<file path="config.mk">
export PLATFORM = sky130hd
export DESIGN_NAME = mw_eeprom
export DESIGN_NICKNAME = d
export VERILOG_FILES = /design/src/rtl/mw_eeprom.sv
export SDC_FILE = /design/constraint.sdc
export NUM_CORES = 2
export LEC_CHECK = 0
export BUFFER_PORTS_ARGS = -buffer_cell sky130_fd_sc_hd__buf_2
export CAP_MARGIN = 20
export CORE_MARGIN = 1
export CORE_UTILIZATION = 39
export DETAILED_ROUTE_END_ITERATION = 8
export HOLD_SLACK_MARGIN = 0.06
export SLEW_MARGIN = 20
export SYNTH_ARGS = -nofsm -noshare
export SYNTH_HDL_FRONTEND = slang
export SYNTH_SLANG_ARGS = --single-unit
export TNS_END_PERCENT = 100
</file>
<file path="constraint.sdc">
create_clock -name clk -period 2.7 [get_ports clk]
set_input_delay 0 -clock clk [delete_from_list [all_inputs] [get_ports clk]]
set_output_delay 0 -clock clk [all_outputs]
set_load 0.02 [all_outputs]
</file>
<file path="src/rtl/mw_eeprom.sv">
module mw_eeprom #(
  parameter int ADDR_W      = 6,
  parameter int DATA_W      = 16,
  parameter int PROG_CYCLES = 1000
) (
  input  logic clk,
  input  logic rst_n,
  input  logic cs,
  input  logic sk,
  input  logic di,
  output logic do_o,
  output logic do_oe
);
  localparam int WORDS = 1 << ADDR_W;
  localparam int CMD_W = ADDR_W + 2;
  localparam int CNT_W = $clog2(PROG_CYCLES + 1);
  localparam int BC_W  = $clog2(DATA_W > CMD_W ? DATA_W : CMD_W);

  typedef enum logic [2:0] {S_IDLE, S_START, S_CMD, S_DATA, S_ARMED, S_READ, S_HOLD, S_ABORT} state_t;

  state_t             state;
  logic [1:0]         cs_m, sk_m, di_m;
  logic               cs_d, sk_d;
  logic [CMD_W-1:0]   cmd_q;
  logic [DATA_W-1:0]  data_q, out_sr;
  logic [DATA_W-1:0]  mem [WORDS];
  logic [BC_W-1:0]    bit_cnt;
  logic [CNT_W-1:0]   prog_cnt;
  logic               do_q, wen;

  wire cs_s    = cs_m[1];
  wire sk_s    = sk_m[1];
  wire di_s    = di_m[1];
  wire cs_rise = cs_s & ~cs_d;
  wire cs_fall = ~cs_s & cs_d;
  wire sk_rise = sk_s & ~sk_d;
  wire busy    = prog_cnt != '0;

  wire [CMD_W-1:0] cmd_next = {cmd_q[CMD_W-2:0], di_s};
  wire [1:0] nop  = cmd_next[CMD_W-1 -: 2];
  wire [1:0] next = cmd_next[ADDR_W-1 -: 2];
  wire need_data  = (nop == 2'b01) || (nop == 2'b00 && next == 2'b01);

  wire [1:0] op   = cmd_q[CMD_W-1 -: 2];
  wire [1:0] ext  = cmd_q[ADDR_W-1 -: 2];
  wire is_prog    = (op == 2'b01) || (op == 2'b11) ||
                    (op == 2'b00 && (ext == 2'b01 || ext == 2'b10));
  wire prog_go    = cs_fall && state == S_ARMED && wen && is_prog;
  wire prog_all   = op == 2'b00;
  wire [DATA_W-1:0] prog_val = (op == 2'b11 || (op == 2'b00 && ext == 2'b10)) ? '1 : data_q;

  assign do_oe = cs_s && (state == S_START || state == S_HOLD || state == S_READ);
  assign do_o  = do_oe && ((state == S_READ) ? do_q : ~busy);

  always_ff @(posedge clk or negedge rst_n)
    if (!rst_n) begin
      cs_m <= '0; sk_m <= '0; di_m <= '0; cs_d <= 1'b0; sk_d <= 1'b0;
    end else begin
      cs_m <= {cs_m[0], cs}; sk_m <= {sk_m[0], sk}; di_m <= {di_m[0], di};
      cs_d <= cs_s; sk_d <= sk_s;
    end

  always_ff @(posedge clk or negedge rst_n)
    if (!rst_n) begin
      state <= S_IDLE; cmd_q <= '0; data_q <= '0; out_sr <= '0;
      bit_cnt <= '0; do_q <= 1'b0; wen <= 1'b0;
    end else if (cs_fall) begin
      state <= S_IDLE;
      if (state == S_ARMED && op == 2'b00 && ext == 2'b11) wen <= 1'b1;
      if (state == S_ARMED && op == 2'b00 && ext == 2'b00) wen <= 1'b0;
    end else if (cs_rise) begin
      state <= busy ? S_HOLD : S_START;
    end else if (sk_rise && cs_s) begin
      case (state)
        S_START: if (di_s) begin state <= S_CMD; bit_cnt <= '0; end
        S_CMD: begin
          cmd_q   <= cmd_next;
          bit_cnt <= bit_cnt + 1'b1;
          if (bit_cnt == BC_W'(CMD_W - 1)) begin
            if (nop == 2'b10) begin
              state  <= S_READ;
              do_q   <= 1'b0;
              out_sr <= mem[cmd_next[ADDR_W-1:0]];
            end else if (need_data) begin
              state   <= S_DATA;
              bit_cnt <= '0;
            end else state <= S_ARMED;
          end
        end
        S_DATA: begin
          data_q  <= {data_q[DATA_W-2:0], di_s};
          bit_cnt <= bit_cnt + 1'b1;
          if (bit_cnt == BC_W'(DATA_W - 1)) state <= S_ARMED;
        end
        S_ARMED: state <= S_ABORT;
        S_READ: begin
          do_q   <= out_sr[DATA_W-1];
          out_sr <= {out_sr[DATA_W-2:0], 1'b0};
        end
        default: ;
      endcase
    end

  always_ff @(posedge clk or negedge rst_n)
    if (!rst_n) prog_cnt <= '0;
    else if (prog_go) prog_cnt <= CNT_W'(PROG_CYCLES);
    else if (busy) prog_cnt <= prog_cnt - 1'b1;

  always_ff @(posedge clk or negedge rst_n)
    if (!rst_n) begin
      for (int i = 0; i < WORDS; i++) mem[i] <= '1;
    end else if (prog_go) begin
      for (int i = 0; i < WORDS; i++)
        if (prog_all || cmd_q[ADDR_W-1:0] == ADDR_W'(i)) mem[i] <= prog_val;
    end

  a_r3_quiet_when_off: assert property (@(posedge clk) disable iff (!rst_n)
    !do_oe |-> !do_o);
  a_r4_wen_on_cs_fall: assert property (@(posedge clk) disable iff (!rst_n)
    (wen != $past(wen)) |-> $past(cs_fall));
  a_r6_prog_needs_wen: assert property (@(posedge clk) disable iff (!rst_n)
    $rose(busy) |-> $past(wen));
  a_r7_prog_from_armed: assert property (@(posedge clk) disable iff (!rst_n)
    $rose(busy) |-> ($past(state) == S_ARMED) && $past(cs_fall));
  a_r10_busy_reads_zero: assert property (@(posedge clk) disable iff (!rst_n)
    busy |-> !do_o);
  a_r10_countdown: assert property (@(posedge clk) disable iff (!rst_n)
    busy |=> prog_cnt == $past(prog_cnt) - CNT_W'(1));
endmodule

</file>
==> summary.md <==
| Metric | Value |
|---|---|
| Status | `complete, but fails checks` |
| Failing checks | `negative setup slack` |
| GRT busiest layer | `met2` |
| Total GRT Usage | `0.216` |
| Register area share after synthesis | `0.583` |
| Max Clk Rate | `355 MHz` |
| Max cap viols | `0` |
| Place WS | `-0.183 ns` |
| Worst min path class | `primary input to async pin` |
| First-pass GRT wire length | `210 mm` |
| Synthesis-to-layout area growth | `18.5%` |
| Die Y | `356 um` |
| Number of synthesized flops with an enable pin | `0` |
| Met2 usage | `0.347` |
| Largest family of logic cells by synthesized area | `multiplexers` |
| CORE AREA | `124000 sq um` |
| Mux cell area share after synthesis | `0.146` |
| Worst-Margin Slew | `1.10 ns` |
| XOR/XNOR share of the synthesized area | `0.000894` |
| Nets | `4376` |
| Simple-gate share of the synthesized area | `0.103` |
| Drt first pass iters | `5` |
| Yosys warnings | `0` |
| Placer Congestion | `0.831` |
| Port-buffer cells | `6` |
| Post-synth top flop | `dfstp_2` |
| Synth unique cells | `51` |
| H-tree level count | `3` |
| Via count | `33300` |
| GRT met1 Usage | `0.310` |
| Critical path arrival | `2.82 ns` |
| Synth Area per Inst | `11.3 sq um` |
| Yosys top cell area share | `0.549` |
| Antenna-violating nets left | `0` |
| Total nets after synthesis | `4357` |
| Share of cells above drive strength 1 | `0.445` |
| Non-Filler Instances | `6098` |
| RSZ-0062 raised after global routing | `true` |
| Diode count | `0` |
| Clock transition at path regs | `0.06 ns` |
| Starting Density | `0.395` |
| Dpl cells | `5830` |
| Fin. max-slew vios | `0` |
| Crit Path Category | `flop to output port` |
| Worst setup SP type | `flop` |
| Synth area leader | `dfstp_2` |
| Hold Fails Final Rpt | `0` |
| Iter 0 DRT Violations | `2496` |
| Cell row count | `129` |
| PD cells | `636 nW/um^2` |
| Final instance area | `58000 sq um` |
| CTS tree | `done` |
| Worst ir drop on vdd | `481 uV` |
| Kind of end point of the critical path | `output port` |
| Latest clock arrival within the worst-skew pair | `0.70 ns` |
| Final Util | `0.468` |
| Period minus WS final | `2.82 ns` |
| Post-synthesis compound-gate area fraction | `0.128` |
| Routed WL | `135 mm` |
| Clk sinks | `1091` |
| Clk buf depth | `3` |
| Boundary Pins | `7` |
| Tcrit/Tclk final | `1.04` |
| Slew HR | `0.261` |
| Synth Instances | `4344` |
| Largest net degree at the start of global routing | `112` |
| Area contributors post-synth | `dfstp_2, mux4_2, o21ai_0` |
| Die footprint | `127000 sq um` |
| Initial antenna violation count | `3` |
| Die X-Extent | `356 um` |
| Worst path required time | `2.70 ns` |
| Final worst clock skew | `0.0233 ns` |
| Pwr Total | `36.9 mW` |
| Leak pwr | `21.1 nW` |
| Synth Area in Adders | `0.00204` |
| Post-synth ARST share | `1.00` |
| Vias per inst | `5.46` |
| Mapped Area | `49000 sq um` |
| Fillers | `11100` |
| # DRC | `0` |
| Post-DR wirelength/cell | `22.2 um` |
| Hold_ws | `0.204 ns` |
| Number of global-route vias before repair | `33500` |
| FF+latch count, synth | `1091` |
| Fin Setup TNS | `-0.353 ns` |
| Peak fanout along the critical path | `3` |
| Overflow left after global routing | `0` |
| Crit path setup slack, layout | `-0.116 ns` |
| Setup violations, final | `10` |
| Hpwl dp | `83.7 mm` |
| CTS Root Buffer Type | `clkbuf_16` |
| Area after DPL | `53100 sq um` |
| CTS buffer count | `114` |
| Met3 global-route usage | `0.0297` |
==> flip-flops by register name, indices dropped and copies added (netlist names) <==
register,cells
di_m,2
data_q,16
cs_m,2
out_sr,16
sk_d,1
state,3
cmd_q,8
mem,1024
sk_m,2
wen,1
prog_cnt,10
do_q,1
cs_d,1
bit_cnt,4
==> cell type report <==
| cell class | instances | area (sq um) | area share |
|---|---|---|---|
| clock inverter | 46 | 587 | 0.0101 |
| timing repair buffer | 312 | 4120 | 0.0709 |
| inverter | 9 | 33.8 | 0.000582 |
| sequential | 1091 | 28600 | 0.493 |
| multi-input combinational | 2835 | 19200 | 0.332 |
| clock buffer | 168 | 3410 | 0.0588 |
| tap | 1637 | 2050 | 0.0353 |
==> critical path: stages (launching register included) <==
cell and delay [ns]:
dfrtp_1 0.40, inv_2 0.09, ha_4 0.13, or4b_4 0.46
or2_4 0.25, or3_4 0.35, o21ai_4 0.17, and2_4 0.16
buf_6 0.10
==> synthesized netlist by cell type, types with 2 or more instances <==
cell type  number
a211oi_1       12
a21oi_1       494
a221o_1         5
a22oi_1        41
a31oi_1        12
and2_1          8
and3_1         18
and3b_1         3
buf_1           8
buf_2         103
buf_4           8
buf_6          10
clkbuf_1      280
dfrtp_1        67
dfstp_2      1024
ha_1            8
inv_1           8
mux2_2         25
mux2i_1        14
mux4_2        299
nand2_1       628
nand2b_1        5
nand3_1         4
nand4_1         2
nor2_1        559
nor2b_1         9
nor3_1         16
nor3b_1        10
nor3b_2         2
nor4_1          2
o211ai_1       11
o21ai_0       625
o311a_1         2
or3_1           2
xnor2_1         4
==> what timing repair did <==
action                                 in CTS  in global routing
hold buffers                                7                  0
endpoints found under the hold margin     234                  0
cloned                                      2                  3
setup endpoints to repair                   8                 44
gates resized for setup                    33                 49
pin swaps                                   7                 16
buffers inserted                           11                 31
==> placed cells by master, fill, tap and decap left out, drive strengths merged, types with 7 or more instances in the layout <==
cell type,Yosys,routed
and2,8,8
mux2i,14,14
o21ai,626,626
mux2,25,25
a211oi,12,12
a21oi,494,494
mux4,299,299
dfrtp,67,67
a22oi,41,41
nor3,17,17
dlygate4sd3,0,7
bufinv,0,12
inv,8,14
ha,8,8
clkinv,1,26
o211ai,11,11
nor3b,12,12
clkbuf,280,171
dfstp,1024,1024
and3,18,18
nand2,628,628
a31oi,12,12
nor2,560,560
buf,129,300
nor2b,9,9
==> metal layers <==
metal / wire [um] / share of wire / vias to the layer above
li1: - / - / 15200
met1: 61900 / 0.46 / 17200
met2: 64500 / 0.48 / 746
met3: 6310 / 0.047 / 167
met4: 2650 / 0.020 / 0
met5: 0 / 0 / -
==> power breakdown <==
| group | internal (mW) | leakage (nW) | switching, mW | total [mW] |
|---|---|---|---|---|
| registers | 16.5 | 11.5 | 0.0982 | 16.6 |
| clock network | 9.89 | 1.98 | 6.68 | 16.6 |
| logic | 1.40 | 7.70 | 2.36 | 3.76 |
| total | 27.8 | 21.1 | 9.14 | 36.9 |
==> path summary, 6_finish.rpt <==
| check | slack, ns | from | cells past startpoint | endpoint |
|---|---|---|---|---|
| max in group asynchronous | 1.75 | rst_n | 4 | mem[132] |
| worst min-delay path | 0.20 | rst_n | 2 | mem[518] |
| worst min register to register | 0.36 | sk_m[0] | 0 | sk_m[1] |
| min in group clk | 0.36 | sk_m[0] | 0 | sk_m[1] |
| worst max-delay path | -0.12 | prog_cnt[0] | 8 | do_o |
| worst max register to register | -0.07 | di_m[1] | 10 | out_sr[4] |
==> cell families (layout without fill, tap and decap cells) <==
logic type | after synthesis | in the layout
compound gates | 1209 | 1209
xor+xnor | 5 | 5
fa+ha+maj | 8 | 8
buf+inv | 418 | 535
flops | 1091 | 1091
mux | 338 | 338
simple gates | 1275 | 1275
Power figures use the tool's default switching activity.
